File: config.mk
export PLATFORM = sky130hd
export DESIGN_NAME = cpu16_core
export DESIGN_NICKNAME = d
export VERILOG_FILES = /design/src/rtl/cpu16_pkg.sv /design/src/rtl/cpu16_regfile.sv /design/src/rtl/cpu16_alu.sv /design/src/rtl/cpu16_flags.sv /design/src/rtl/cpu16_core.sv
export SDC_FILE = /design/constraint.sdc
export NUM_CORES = 1
export LEC_CHECK = 0
export BUFFER_PORTS_ARGS = -buffer_cell sky130_fd_sc_hd__buf_2
export CORE_MARGIN = 5
export CORE_UTILIZATION = 50
export CTS_CLUSTER_SIZE = 10
export DETAILED_ROUTE_END_ITERATION = 8
export PLACE_DENSITY = 0.74
export SYNTH_ARGS = -nofsm -noshare
export SYNTH_HDL_FRONTEND = slang
export SYNTH_SLANG_ARGS = --single-unit
File: constraint.sdc
create_clock -name clk -period 5.71 [get_ports clk]
set_input_delay 0.8565 -clock clk [delete_from_list [all_inputs] [get_ports clk]]
set_output_delay 0.8565 -clock clk [all_outputs]
set_load 0.005 [all_outputs]
File: src/rtl/cpu16_pkg.sv
// Package: shared encodings for the multicycle 16-bit core.
// Assumes a fixed 16-bit instruction word with a 4-bit opcode in [15:12].
package cpu16_pkg;
    localparam int WORD_W  = 16;
    localparam int REG_AW  = 3;
    localparam int OPC_W   = 4;
    localparam int FLAG_W  = 3;

    localparam logic [FLAG_W-1:0] FLAG_N = 3'b100;
    localparam logic [FLAG_W-1:0] FLAG_Z = 3'b010;
    localparam logic [FLAG_W-1:0] FLAG_P = 3'b001;

    typedef enum logic [OPC_W-1:0] {
        OP_BR   = 4'h0, OP_ADD  = 4'h1, OP_LD   = 4'h2, OP_ST   = 4'h3,
        OP_JSR  = 4'h4, OP_AND  = 4'h5, OP_LDR  = 4'h6, OP_STR  = 4'h7,
        OP_RTI  = 4'h8, OP_NOT  = 4'h9, OP_LDI  = 4'hA, OP_STI  = 4'hB,
        OP_JMP  = 4'hC, OP_RSV  = 4'hD, OP_LEA  = 4'hE, OP_TRAP = 4'hF
    } opcode_t;

    typedef enum logic [2:0] {
        ST_FETCH, ST_DECODE, ST_EXEC, ST_MEM1, ST_MEM2, ST_WB, ST_EXC, ST_STOP
    } ctrl_state_t;

    typedef enum logic [1:0] {
        ALU_ADD, ALU_AND, ALU_NOT
    } alu_op_t;
endpackage

File: src/rtl/cpu16_regfile.sv
// Module: general register file, two combinational read ports, one write port.
// Assumes a single writer per cycle; every register clears on reset.
module cpu16_regfile #(
    parameter int NUM_REGS = 8,
    parameter int DATA_W   = 16,
    localparam int AW      = $clog2(NUM_REGS)
) (
    input  logic              clk,
    input  logic              rst_n,
    input  logic              wr_en,
    input  logic [AW-1:0]     wr_sel,
    input  logic [DATA_W-1:0] wr_val,
    input  logic [AW-1:0]     rd_sel_a,
    input  logic [AW-1:0]     rd_sel_b,
    output logic [DATA_W-1:0] rd_val_a,
    output logic [DATA_W-1:0] rd_val_b
);
    logic [DATA_W-1:0] regs_q [NUM_REGS];

    // Register storage: clear on reset, single write per cycle.
    always_ff @(posedge clk) begin
        if (!rst_n) begin
            for (int i = 0; i < NUM_REGS; i++) regs_q[i] <= '0;
        end else if (wr_en) begin
            regs_q[wr_sel] <= wr_val;
        end
    end

    // Read ports.
    always_comb begin
        rd_val_a = regs_q[rd_sel_a];
        rd_val_b = regs_q[rd_sel_b];
    end
endmodule

File: src/rtl/cpu16_alu.sv
// Module: operate-group arithmetic (add, and, complement).
// Assumes operands are already selected and sign-extended by the caller.
module cpu16_alu
    import cpu16_pkg::*;
#(
    parameter int DATA_W = 16
) (
    input  alu_op_t           op,
    input  logic [DATA_W-1:0] opa,
    input  logic [DATA_W-1:0] opb,
    output logic [DATA_W-1:0] res
);
    // Result select.
    always_comb begin
        unique case (op)
            ALU_ADD: res = opa + opb;
            ALU_AND: res = opa & opb;
            default: res = ~opa;
        endcase
    end
endmodule

File: src/rtl/cpu16_flags.sv
// Module: one-hot flag generation from a result, plus the branch mask test.
// Assumes results are two's-complement values of DATA_W bits.
module cpu16_flags
    import cpu16_pkg::*;
#(
    parameter int DATA_W = 16
) (
    input  logic [DATA_W-1:0] value,
    input  logic [FLAG_W-1:0] cur_flags,
    input  logic [FLAG_W-1:0] br_mask,
    output logic [FLAG_W-1:0] new_flags,
    output logic              br_taken
);
    // Sign classification of the result.
    always_comb begin
        if (value[DATA_W-1])  new_flags = FLAG_N;
        else if (value == '0) new_flags = FLAG_Z;
        else                  new_flags = FLAG_P;
    end

    // Branch condition: any selected flag set.
    assign br_taken = |(br_mask & cur_flags);
endmodule

File: src/rtl/cpu16_core.sv
// Module: multicycle controller and datapath of the 16-bit core.
// Assumes mem_rdata is valid in the cycle mem_ready is high, and that the
// exception sequencer supplies the resume PC together with exc_done.
module cpu16_core
    import cpu16_pkg::*;
#(
    parameter int          NUM_REGS = 8,
    parameter logic [15:0] RESET_PC = 16'h3000,
    localparam int         DW       = WORD_W,
    localparam logic [REG_AW-1:0] LINK_REG = REG_AW'(NUM_REGS - 1),
    localparam logic [DW-FLAG_W-1:0] STATUS_HI = 13'h1000
) (
    input  logic          clk,
    input  logic          rst_n,
    output logic          mem_req,
    output logic          mem_we,
    output logic [DW-1:0] mem_addr,
    output logic [DW-1:0] mem_wdata,
    input  logic [DW-1:0] mem_rdata,
    input  logic          mem_ready,
    output logic          exc_req,
    output logic [DW-1:0] exc_word,
    output logic [DW-1:0] exc_ret_pc,
    input  logic          exc_done,
    input  logic [DW-1:0] exc_target,
    output logic [DW-1:0] status,
    output logic          illegal
);
    ctrl_state_t        state_q;
    logic [DW-1:0]      pc_q, ir_q, a_q, b_q, addr_q, wb_q;
    logic               wb_flags_q;
    logic [FLAG_W-1:0]  flags_q;
    logic               illegal_q;

    opcode_t            op;
    logic               is_store;
    logic [DW-1:0]      pc_off9, pc_off11, base_off6, alu_b, alu_res;
    alu_op_t            alu_op;
    logic [FLAG_W-1:0]  flags_next;
    logic               br_taken;
    logic               rf_we;
    logic [REG_AW-1:0]  rf_wsel, rf_sel_b;
    logic [DW-1:0]      rf_wval, rf_rd_a, rf_rd_b;

    function automatic logic [DW-1:0] sext(input logic [DW-1:0] v, input int unsigned n);
        logic [DW-1:0] hi;
        hi = {DW{1'b1}} << n;
        return v[n-1] ? (v | hi) : (v & ~hi);
    endfunction

    // Instruction field decode and address arithmetic.
    always_comb begin
        op        = opcode_t'(ir_q[15:12]);
        is_store  = (op == OP_ST) || (op == OP_STR) || (op == OP_STI);
        pc_off9   = pc_q + sext(ir_q, 9);
        pc_off11  = pc_q + sext(ir_q, 11);
        base_off6 = a_q + sext(ir_q, 6);
        alu_b     = ir_q[5] ? sext(ir_q, 5) : b_q;
        alu_op    = (op == OP_ADD) ? ALU_ADD : (op == OP_AND) ? ALU_AND : ALU_NOT;
        rf_sel_b  = is_store ? ir_q[11:9] : ir_q[2:0];
    end

    // Register write port: link write on call, otherwise writeback.
    always_comb begin
        rf_we   = (state_q == ST_WB) || (state_q == ST_EXEC && op == OP_JSR);
        rf_wsel = (state_q == ST_EXEC) ? LINK_REG : ir_q[11:9];
        rf_wval = (state_q == ST_EXEC) ? pc_q : wb_q;
    end

    cpu16_regfile #(.NUM_REGS(NUM_REGS), .DATA_W(DW)) i_regs (
        .clk(clk), .rst_n(rst_n), .wr_en(rf_we), .wr_sel(rf_wsel), .wr_val(rf_wval),
        .rd_sel_a(ir_q[8:6]), .rd_sel_b(rf_sel_b), .rd_val_a(rf_rd_a), .rd_val_b(rf_rd_b)
    );

    cpu16_alu #(.DATA_W(DW)) i_alu (
        .op(alu_op), .opa(a_q), .opb(alu_b), .res(alu_res)
    );

    cpu16_flags #(.DATA_W(DW)) i_flags (
        .value(wb_q), .cur_flags(flags_q), .br_mask(ir_q[11:9]),
        .new_flags(flags_next), .br_taken(br_taken)
    );

    // Controller sequencing and datapath registers.
    always_ff @(posedge clk) begin
        if (!rst_n) begin
            state_q    <= ST_FETCH;
            pc_q       <= RESET_PC;
            ir_q       <= '0;
            a_q        <= '0;
            b_q        <= '0;
            addr_q     <= '0;
            wb_q       <= '0;
            wb_flags_q <= 1'b0;
            flags_q    <= FLAG_Z;
            illegal_q  <= 1'b0;
        end else begin
            unique case (state_q)
                ST_FETCH: if (mem_ready) begin
                    ir_q    <= mem_rdata;
                    pc_q    <= pc_q + 16'd1;
                    state_q <= ST_DECODE;
                end
                ST_DECODE: begin
                    a_q <= rf_rd_a;
                    b_q <= rf_rd_b;
                    if (op == OP_RSV) begin
                        illegal_q <= 1'b1;
                        state_q   <= ST_STOP;
                    end else if (op == OP_TRAP || op == OP_RTI) begin
                        state_q <= ST_EXC;
                    end else begin
                        state_q <= ST_EXEC;
                    end
                end
                ST_EXEC: begin
                    state_q <= ST_FETCH;
                    unique case (op)
                        OP_ADD, OP_AND, OP_NOT: begin
                            wb_q <= alu_res; wb_flags_q <= 1'b1; state_q <= ST_WB;
                        end
                        OP_LEA: begin
                            wb_q <= pc_off9; wb_flags_q <= 1'b0; state_q <= ST_WB;
                        end
                        OP_BR:  if (br_taken) pc_q <= pc_off9;
                        OP_JMP: pc_q <= a_q;
                        OP_JSR: pc_q <= ir_q[11] ? pc_off11 : a_q;
                        OP_LD, OP_ST: begin
                            addr_q <= pc_off9; state_q <= ST_MEM2;
                        end
                        OP_LDR, OP_STR: begin
                            addr_q <= base_off6; state_q <= ST_MEM2;
                        end
                        OP_LDI, OP_STI: begin
                            addr_q <= pc_off9; state_q <= ST_MEM1;
                        end
                        default: ;
                    endcase
                end
                ST_MEM1: if (mem_ready) begin
                    addr_q  <= mem_rdata;
                    state_q <= ST_MEM2;
                end
                ST_MEM2: if (mem_ready) begin
                    if (is_store) begin
                        state_q <= ST_FETCH;
                    end else begin
                        wb_q       <= mem_rdata;
                        wb_flags_q <= 1'b1;
                        state_q    <= ST_WB;
                    end
                end
                ST_WB: begin
                    if (wb_flags_q) flags_q <= flags_next;
                    state_q <= ST_FETCH;
                end
                ST_EXC: if (exc_done) begin
                    pc_q    <= exc_target;
                    state_q <= ST_FETCH;
                end
                default: state_q <= ST_STOP;
            endcase
        end
    end

    // External interface drive.
    always_comb begin
        mem_req    = (state_q == ST_FETCH) || (state_q == ST_MEM1) || (state_q == ST_MEM2);
        mem_we     = (state_q == ST_MEM2) && is_store;
        mem_addr   = (state_q == ST_FETCH) ? pc_q : addr_q;
        mem_wdata  = b_q;
        exc_req    = (state_q == ST_EXC);
        exc_word   = ir_q;
        exc_ret_pc = pc_q;
        status     = {STATUS_HI, flags_q};
        illegal    = illegal_q;
    end
endmodule

==> out/metrics.csv, run 1 <==
metric,value,unit
Final min period,4.059,ns
Reg-to-Reg End,i_regs.regs_q[3][12],
aggregate global-route resource usage,28.30,%
clock slew at reported path FFs,0.06,ns
Nets,1685,
vias in the first global route,12319,
skew final,0.02846,ns
Core Area,29480,µm²
status,"complete, no violations",
worst-path maximum fanout,18,
final hold vios,0,
die width,182.3,µm
"Hold-fix buffers, CTS",0,
Post-route DRC,0,
dpl cells,1953,
ANT nets after route,0,
reg2reg start,state_q[1],
HP Start,addr_q[5],
dpl hpwl,35620,µm
vias,13189,
fin. max-slew vios,0,
worst hold stages,2,
final WL,48980,µm
final setup violation count,0,
period utilisation layout,71.09,%
crit path capture type,flip-flop,
Via density,6.588,
Placer Congestion,1.020,
R2R depth,6,
initial antenna violation count,0,
number of placed I/O pins,120,
"slowest stage cell, crit path",nand2_1,
Yosys top cell area share,25.89,%
CP peak stage delay,0.86,ns
Synth cell types,85,
max_slew headroom,14.03,%
startpoint types,flip-flop,
number of synthesized flops with an enable pin,128,
largest cells by area after synthesis,"edfxtp_1, dfxtp_1, mux4_2",
"Cell Area, Synth",14850,µm²
Synth Instances,1535,
"count leader, synth",nor2_1,
critical-path cell list,"nand2b_1, nor4_1, a21oi_1, nor2_1, nand4_1, nand2_1",
die height,182.3,µm
maximum clock frequency,0.2464,GHz
Least-Margin Pin Slew,1.263,ns
Pre-Repair DR Iteration Count,6,
first-pass GRT wire length,74050,µm
pwr dens,328.2,nW/µm²
remaining global-route overflow,0,
Synthesis Warnings,0,
PortBufs,106,
die area,33240,µm²
Max Root-Sink Buffers,3,
fraction of layout cells with a size suffix above 1,17.37,%
Yosys reg bits,232,
synthesized area per cell,9.671,µm²
RSZ-0062 raised after global routing,false,
CP Class,flip-flop to flip-flop,
Initial Util,50.36,%
Hold EP,addr_q[5],
Fin Setup TNS,0,ns
drt initial violations,1770,
final cell count without fillers,2002,
worst hold path class,flip-flop to flip-flop,
Crit path arrival time,4.25,ns
Max-Cap Viols,0,
Async SR Flop Fraction,0,%
cell accounting for the most synthesized area,edfxtp_1,
WL/cell,24.47,µm
Leakage Power,6.436,nW
CTS tree,yes,
CP Data Required Time,5.90,ns
Root Buffer,clkbuf_16,
most common library cells after synthesis,"nor2_1, nand2_1, edfxtp_1",
row count,63,
post-synthesis sequential area ratio,39.92,%
"reg-to-reg slack, setup",1.65,ns
htree depth,1,
area delta synth->final,10.94,%
Main synth FF type,edfxtp_1,
Antenna Diode Count,0,
post-cts sizing count,0,
CTS buffer count,28,
Worst-Skew Late Latency,0.57,ns
Worst VDD drop,0.0003119,V
total clock sinks,232,
largest net degree at the start of global routing,68,
# Post-CTS Setup Buffers,0,
## final cells by class
class	count	area, µm²
Sequential cell	232	5927
Tap cell	390	488.0
Fill cell	2577	13010
Multi-Input combinational cell	1172	8374
Clock buffer	46	788.3
Clock inverter	3	68.82
Inverter	28	105.1
Timing Repair Buffer	131	718.2
## logic make-up after synthesis
kind of cell / count (synthesis) / share of synthesized area, %
AOI/OAI and AO/OA: 396 / 17.69
xor gates and xnor gates: 44 / 2.646
adders and majority gates: 56 / 4.872
buffers and inverters: 142 / 4.189
DFF: 232 / 39.92
muxes: 146 / 15.43
other: 2 / 0.05059
and+or+nand+nor: 517 / 15.20
## where the power goes
group / total, mW / internal, mW / leakage [nW] / switching (mW)
Combinational: 1.63 / 0.637 / 3.86 / 0.995
Clock: 1.70 / 0.985 / 0.408 / 0.710
Sequential: 2.08 / 1.89 / 2.17 / 0.192
Total: 5.41 / 3.51 / 6.44 / 1.90
## per-stage QoR
stage          power [mW]  hold WS [ns]  instance area, µm²  setup slack (ns)  util (%)
4_1_cts             5.377        0.4510               16470             1.809     55.87
3_5_place_dp        3.697        0.4426               15610             1.794     52.96
5_1_grt             5.629        0.4723               16470             1.447     55.87
2_1_floorplan       3.182        0.4295               14890             2.047         -
6_report            5.406        0.4513               16470             1.651     55.87
3_3_place_gp        3.668        0.4381               15610             1.921     52.96
## layout by cell type (no fill, tap or decap), types with 4 or more instances in the layout
cell and count:
a211oi_1 58, a21o_1 24, a21oi_1 112, a22oi_1 6, a311oi_1 4, a31oi_1 14, and2_1 5, and3_1 8
buf_2 106, buf_4 25, clkbuf_1 16, clkbuf_16 28, conb_1 13, dfxtp_1 103, edfxtp_1 128, ha_1 53
inv_1 27, mux2_2 20, mux2i_1 59, mux4_2 64, nand2_1 132, nand2b_1 12, nand3_1 32, nand4_1 9
nor2_1 245, nor2b_1 8, nor3_1 25, nor3b_1 4, nor4_1 7, o211ai_1 26, o21ai_0 79, o21ai_1 7
o221ai_1 4, o22ai_1 6, o31ai_1 4, or3_1 13, xnor2_1 27, xor2_1 16
## worst max path at each step
stage                           start                   end  slack [ns]
after floorplan           exc_word[5]              wb_q[14]        2.05
after global placement     state_q[1]  i_regs.regs_q[5][14]        1.92
after detailed placement   state_q[1]  i_regs.regs_q[3][10]        1.79
after CTS                  state_q[1]   i_regs.regs_q[3][8]        1.81
after global routing       state_q[1]   i_regs.regs_q[5][1]        1.45
final                      state_q[1]  i_regs.regs_q[3][12]        1.65
## sequential cells by signal, summed over array words and instances, names as in the netlist, 16 cells and up
| name | flops |
|---|---|
| addr_q | 16 |
| a_q | 16 |
| i_regs.regs_q | 128 |
| exc_word | 16 |
| wb_q | 16 |
| exc_ret_pc | 16 |
| mem_wdata | 16 |
## per-layer routing
| layer | share of wire [%] | vias to the layer above | track usage [%] |
|---|---|---|---|
| met2 | 45 | 889 | 45.00 |
| met1 | 39 | 6359 | 39.88 |
| met3 | 12 | 115 | 5.262 |
| met4 | 3.4 | 0 | 8.136 |
| met5 | 0 | - | 0 |
| li1 | - | 5826 | - |
## critical path: cells and delay by family (launching register included)
kind / cells / cell delay (ns)
AND/OR/NAND/NOR: 5 / 2.80
flip-flops: 1 / 0.70
AO/OA/AOI/OAI: 1 / 0.19
Note: power is estimated with default switching activity, not from simulation.
==> run 2: changes to the inputs <==
Settings changed: ABC_AREA set to 1.
Clock period 5.71 ns to 3.9 ns, I/O delays scaled along.
==> out/metrics.csv, run 2 <==
metric,value,unit,change
Placer Congestion,1.068,,was 1.020
Final min period,3.332,ns,
post-cts sizing count,0,,unchanged
PortBufs,106,,unchanged
"Hold-fix buffers, CTS",0,,unchanged
area of the multi-input gates,8392,µm²,was 8374 µm²
Fin Setup TNS,0,ns,unchanged
Yosys top cell area share,24.87,%,was 25.89%
first-pass GRT wire length,94100,µm,was 74050 µm
Root Buffer,clkbuf_16,,unchanged
die width,185.8,µm,was 182.3 µm
CTS tree,yes,,unchanged
drt initial violations,2262,,was 1770
CP Data Required Time,3.31,ns,was 5.90 ns
fillcell total,2992,,was 2577
dpl hpwl,46230,µm,was 35620 µm
maximum clock frequency,0.3001,GHz,
worst hold path class,primary input to flip-flop,,was flip-flop to flip-flop
Least-Margin Pin Slew,1.192,ns,was 1.263 ns
largest net degree at the start of global routing,67,,was 68
most common library cells after synthesis,"nand2_1, nor2_1, o21ai_0",,"was nor2_1, nand2_1, edfxtp_1"
area delta synth->final,10.43,%,was 10.94%
Nets,2293,,was 1685
most frequent cells in the layout,"nand2_1, nor2_1, o21ai_0",,"was nor2_1, nand2_1, edfxtp_1"
DP Area,16200,µm²,was 15610 µm²
vias in the first global route,15495,,was 12.32k
Main synth FF type,edfxtp_1,,unchanged
CP Class,flip-flop to output port,,was flip-flop to flip-flop
max_slew headroom,20.44,%,was 14.03%
crit path capture type,output port,,was flip-flop
final setup violation count,0,,unchanged
Psw,6.609,mW,was 1.897 mW
number of synthesized flops with an enable pin,128,,unchanged
startpoint types,flip-flop,,unchanged
Comb power frac,51.9,%,was 30.2%
Worst VDD drop,0.0005298,V,was 0.0003119 V
remaining global-route overflow,0,,unchanged
CTS buffer count,29,,was 28
clock power share,19.4,%,was 31.4%
number of placed I/O pins,120,,unchanged
row count,64,,was 63
Final WS setup,0.5676,ns,was 1.651 ns
final hold vios,0,,unchanged
reg2reg start,state_q[0],,was state_q[1]
register area,5927,µm²,unchanged
worst-path maximum fanout,22,,was 18
"reg-to-reg slack, setup",0.87,ns,was 1.65 ns
period utilisation layout,85.45,%,
pre-CTS setup slack,0.9363,ns,was 1.794 ns
Worst setup endpoint,mem_addr[5],,was i_regs.regs_q[3][12]
Synth cell types,56,,was 85
sequential share of power,28.7,%,was 38.5%
die area,34530,µm²,was 33240 µm²
aggregate global-route resource usage,35.68,%,was 28.30%
Yosys reg bits,232,,unchanged
"Cell Area, Synth",15460,µm²,was 14850 µm²
synthesized area per cell,7.222,µm²,was 9.671 µm²
fraction of layout cells with a size suffix above 1,10.25,%,was 17.37%
"commonest non-fill, non-tap cell in the layout",nand2_1,,was nor2_1
skew final,0.01731,ns,was 0.02846 ns
ANT nets after route,0,,unchanged
post-synthesis sequential area ratio,38.34,%,was 39.92%
Async SR Flop Fraction,0,%,unchanged
status,"complete, no violations",,unchanged
clock slew at reported path FFs,0.06,ns,about the same
R2R depth,8,,was 6
Core Area,30590,µm²,was 29480 µm²
final WL,64090,µm,was 48980 µm
vias,16877,,was 13.19k
Top reg by flops,i_regs.regs_q,,unchanged
die height,185.8,µm,was 182.3 µm
WL/cell,24.45,µm,was 24.47 µm
Via density,6.439,,was 6.588
Synthesis Warnings,0,,unchanged
Reg-to-Reg End,i_regs.regs_q[0][15],,was i_regs.regs_q[3][12]
"count leader, synth",nand2_1,,was nor2_1
Initial Util,50.53,%,was 50.36%
Worst-Skew Late Latency,0.58,ns,was 0.57 ns
P_int,6.346,mW,was 3.509 mW
initial antenna violation count,1,,was 0
Leakage Power,7.199,nW,was 6.436 nW
cell accounting for the most synthesized area,edfxtp_1,,unchanged
# Post-CTS Setup Buffers,0,,unchanged
largest cells by area after synthesis,"edfxtp_1, dfxtp_1, nand2_1",,"was edfxtp_1, dfxtp_1, mux4_2"
total clock sinks,232,,unchanged
Synth Instances,2140,,was 1535
CP Launch Point,state_q[0],,was state_q[1]
Max Root-Sink Buffers,3,,unchanged
Pre-Repair DR Iteration Count,8,,was 6
pwr dens,759.0,nW/µm²,was 328.2 nW/µm²
max reg flops,128,,unchanged
post-layout instance area,17070,µm²,was 16470 µm²
RSZ-0062 raised after global routing,false,,unchanged
htree depth,1,,unchanged
fin. max-slew vios,0,,unchanged
Max-Cap Viols,0,,unchanged
Post-route DRC,0,,unchanged
total power,12.96,mW,was 5.406 mW
Crit path arrival time,2.75,ns,was 4.25 ns
Net Sw Frac,51.02,%,was 35.09%
run 2: changes by cell type after synthesis, moves of 19 or more:
cell and delta:
a211oi_1 -53, mux4_2 -64, mux2_2 -20, nor2_1 +87
a21o_1 -19, nand3_1 +78, a21oi_1 +89, mux2i_1 -61
inv_1 +119, o21ai_0 +212, nand2_1 +259, o221ai_1 +50
xnor2_1 -22
run 2: critical path, stage by stage (launching register included):
cell,delay (ns)
dfxtp_1,0.32
inv_1,0.18
nand2_1,0.19
nor2_2,0.29
inv_1,0.39
buf_4,0.32
o21ai_0,0.30
buf_2,0.18
run 2: layout make-up:
type                       instances  area share [%]
multi-input combinational       1639           49.17
sequential                       232           34.73
clock buffer                      48           4.787
timing repair buffer             141           4.648
inverter                         158           3.489
tap                              396           2.903
clock inverter                     6          0.2639
antenna                            1         0.01466
run 2: stage by stage:
| stage | util, % | hold slack (ns) | instances |
|---|---|---|---|
| floorplan | - | 0.4435 | 2151 |
| global placement | 52.97 | 0.4388 | 2566 |
| detailed placement | 52.97 | 0.4615 | 2566 |
| CTS | 55.79 | 0.3046 | 2620 |
| global route | 55.79 | 0.3307 | 2620 |
| finish | 55.80 | 0.3192 | 2621 |
run 2: cell families (layout without fill, tap and decap cells):
family / count (synthesis) / count (layout) / share of synthesized area [%]
AO/OA/AOI/OAI: 641 / 641 / 23.33
XOR/XNOR: 17 / 17 / 0.9633
adder cells (fa/ha/maj): 56 / 56 / 4.679
buffers and inverters: 280 / 353 / 7.763
flip-flops: 232 / 232 / 38.34
other: 2 / 14 / 0.04859
AND/OR/NAND/NOR: 912 / 912 / 24.88
run 2: worst min-delay path by stage:
stage                  startpoint            end  depth (start not counted)  slack [ns]
detailed placement      addr_q[9]      addr_q[9]                          2        0.46
finish              exc_target[6]  exc_ret_pc[6]                          3        0.32
global route        exc_target[8]  exc_ret_pc[8]                          3        0.33
CTS                  mem_rdata[4]    exc_word[4]                          3        0.30
floorplan              addr_q[15]     addr_q[15]                          2        0.44
global placement          illegal        illegal                          2        0.44
run 2: per-layer routing:
| layer | track usage, % | up-vias | part of all wire [%] | wire (µm) |
|---|---|---|---|---|
| li1 | - | 7521 | - | - |
| met1 | 49.09 | 7880 | 38 | 24660 |
| met2 | 54.12 | 1242 | 42 | 27220 |
| met3 | 9.087 | 232 | 14 | 8947 |
| met4 | 13.90 | 2 | 5.1 | 3245 |
| met5 | 0 | - | 0.020 | 13 |
run 2: power by group through the flow:
| stage | combinational [mW] | sequential (mW) | clock, mW |
|---|---|---|---|
| detailed placement | 6.41 | 3.71 | 0 |
| finish | 6.72 | 3.72 | 2.51 |
| global route | 7.21 | 3.71 | 2.62 |
| floorplan | 4.36 | 3.33 | 0 |
| global placement | 6.35 | 3.70 | 0 |
| CTS | 6.45 | 3.66 | 2.51 |
==> run 3: changes to the inputs <==
Settings changed: ABC_AREA 1 to unset, HOLD_SLACK_MARGIN set to 0.02.
==> out/metrics.csv, run 3 (synthesized netlist as in run 1, its figures left out) <==
metric,value,unit,change
status,"complete, no violations",,unchanged
RSZ-0062 raised after global routing,false,,unchanged
area delta synth->final,12.45,%,was 10.43%
number of placed I/O pins,120,,unchanged
Leakage Power,6.574,nW,was 7.199 nW
worst path bufs/invs,1,,was 4
Least-Margin Pin Slew,0.9845,ns,was 1.192 ns
first-pass GRT wire length,73960,µm,was 94100 µm
CP Launch Point,exc_word[5],,was state_q[0]
die width,182.3,µm,was 185.8 µm
ANT nets after route,0,,unchanged
CTS tree,yes,,unchanged
vias in the first global route,12470,,was 15.50k
final WL,48600,µm,was 64090 µm
Crit path arrival time,3.94,ns,was 2.75 ns
final hold vios,0,,unchanged
drt initial violations,1586,,was 2262
"slowest stage cell, crit path",or3_4,,was inv_1
pre-CTS setup slack,0.4630,ns,was 0.9363 ns
"commonest non-fill, non-tap cell in the layout",nor2_1,,was nand2_1
post-cts sizing count,0,,unchanged
period utilisation layout,88.72,%,was 85.45%
Core Area,29480,µm²,was 30590 µm²
die height,182.3,µm,was 185.8 µm
max reg flops,128,,unchanged
Max Root-Sink Buffers,3,,unchanged
die area,33240,µm²,was 34530 µm²
instance count on the critical path,12,,was 7
Final WS setup,0.4398,ns,was 0.5676 ns
Worst setup endpoint,wb_q[15],,was mem_addr[5]
largest net degree at the start of global routing,67,,unchanged
Antenna Diode Count,0,,was 1
aggregate global-route resource usage,28.41,%,was 35.68%
max_slew headroom,32.49,%,was 20.44%
row count,63,,was 64
startpoint types,flip-flop,,unchanged
Nets,1710,,was 2293
fraction of layout cells with a size suffix above 1,18.62,%,was 10.25%
Max-Cap Viols,0,,unchanged
skew final,0.03337,ns,was 0.01731 ns
total power,7.963,mW,was 12.96 mW
Root Buffer,clkbuf_16,,unchanged
crit path capture type,flip-flop,,was output port
final setup violation count,0,,unchanged
Worst VDD drop,0.0003707,V,was 0.0005298 V
fin util,56.63,%,was 55.80%
htree depth,1,,unchanged
pwr dens,477.0,nW/µm²,was 759.0 nW/µm²
dpl hpwl,34300,µm,was 46230 µm
"reg-to-reg slack, setup",0.44,ns,was 0.87 ns
initial antenna violation count,0,,was 1
maximum clock frequency,0.2890,GHz,was 0.3001 GHz
clock slew at reported path FFs,0.06,ns,about the same
Top reg by flops,i_regs.regs_q,,unchanged
Fin Setup TNS,0,ns,unchanged
Via density,6.420,,was 6.439
Hold Worst Slack,0.3293,ns,was 0.3192 ns
"Hold-fix buffers, CTS",0,,unchanged
fin. max-slew vios,0,,unchanged
worst hold path class,primary input to flip-flop,,unchanged
Top Family by Delay on Critical Path,compound AO/OA/AOI/OAI gates,,was buffers and inverters
WL/cell,23.96,µm,was 24.45 µm
Final min period,3.460,ns,was 3.332 ns
CP peak stage delay,0.40,ns,was 0.39 ns
CTS buffer count,28,,was 29
R2R depth,12,,was 8
Pre-Repair DR Iteration Count,5,,was 8
Placer Congestion,0.9814,,was 1.068
total clock sinks,232,,unchanged
Reg-to-Reg End,wb_q[15],,was i_regs.regs_q[0][15]
critical-path cell list,"buf_4, nand2_1, o21ai_0, ha_1, or3_4, o311a_4, a311o_1, a21o_1, a21oi_2, xor2_1, a2111o_1, o21ai_1",,"was inv_1, nand2_1, nor2_2, inv_1, buf_4, o21ai_0, buf_2"
worst-path maximum fanout,28,,was 22
Worst-Skew Late Latency,0.57,ns,was 0.58 ns
# Post-CTS Setup Buffers,0,,unchanged
PortBufs,106,,unchanged
most frequent cells in the layout,"nor2_1, nand2_1, edfxtp_1",,"was nand2_1, nor2_1, o21ai_0"
Post-route DRC,0,,unchanged
CP Class,flip-flop to flip-flop,,was flip-flop to output port
Initial Util,50.36,%,was 50.53%
reg2reg start,exc_word[5],,was state_q[0]
vias,13020,,was 16.88k
CP Data Required Time,4.38,ns,was 3.31 ns
remaining global-route overflow,0,,unchanged
run 3: power by group:
group / leakage, nW / internal (mW) / switching [mW]
Clock: 0.422 / 1.51 / 1.03
Sequential: 2.17 / 2.76 / 0.282
Combinational: 3.98 / 0.955 / 1.43
Total: 6.57 / 5.22 / 2.74
run 3: final cells by class:
| class | instances | area [µm²] |
|---|---|---|
| repair buffers | 156 | 918.4 |
| multi-input cells | 1172 | 8372 |
| well taps | 390 | 488.0 |
| clock inverters | 4 | 95.09 |
| inverters | 28 | 105.1 |
| clock buffers | 46 | 788.3 |
| flip-flops and latches | 232 | 5927 |
| fillers | 2603 | 12790 |
run 3: worst min path at each step:
stage / from / to / slack [ns] / depth (start not counted)
final: mem_rdata[3] / exc_word[3] / 0.33 / 3
after global placement: addr_q[1] / addr_q[1] / 0.44 / 2
after floorplan: addr_q[0] / addr_q[0] / 0.43 / 2
after global routing: mem_rdata[14] / exc_word[14] / 0.33 / 3
after CTS: mem_rdata[11] / exc_word[11] / 0.31 / 3
after detailed placement: addr_q[4] / addr_q[4] / 0.45 / 2
run 3: metrics by stage:
step,instances,cell area [µm²]
2_1_floorplan,1546,14890
3_3_place_gp,1978,15810
3_5_place_dp,1978,15810
4_1_cts,2028,16690
5_1_grt,2028,16690
6_report,2028,16690
run 3: per-layer routing:
metal / vias up / wire, µm / global-route usage (%)
met5: - / 0 / 0
li1: 5888 / - / -
met1: 6259 / 18980 / 38.54
met3: 107 / 4842 / 4.285
met4: 0 / 1717 / 8.826
met2: 766 / 23060 / 47.29
run 3: worst min-delay path: stages:
cell and delay (ns):
buf_2 0.13, nand2_1 0.06, a21oi_1 0.05
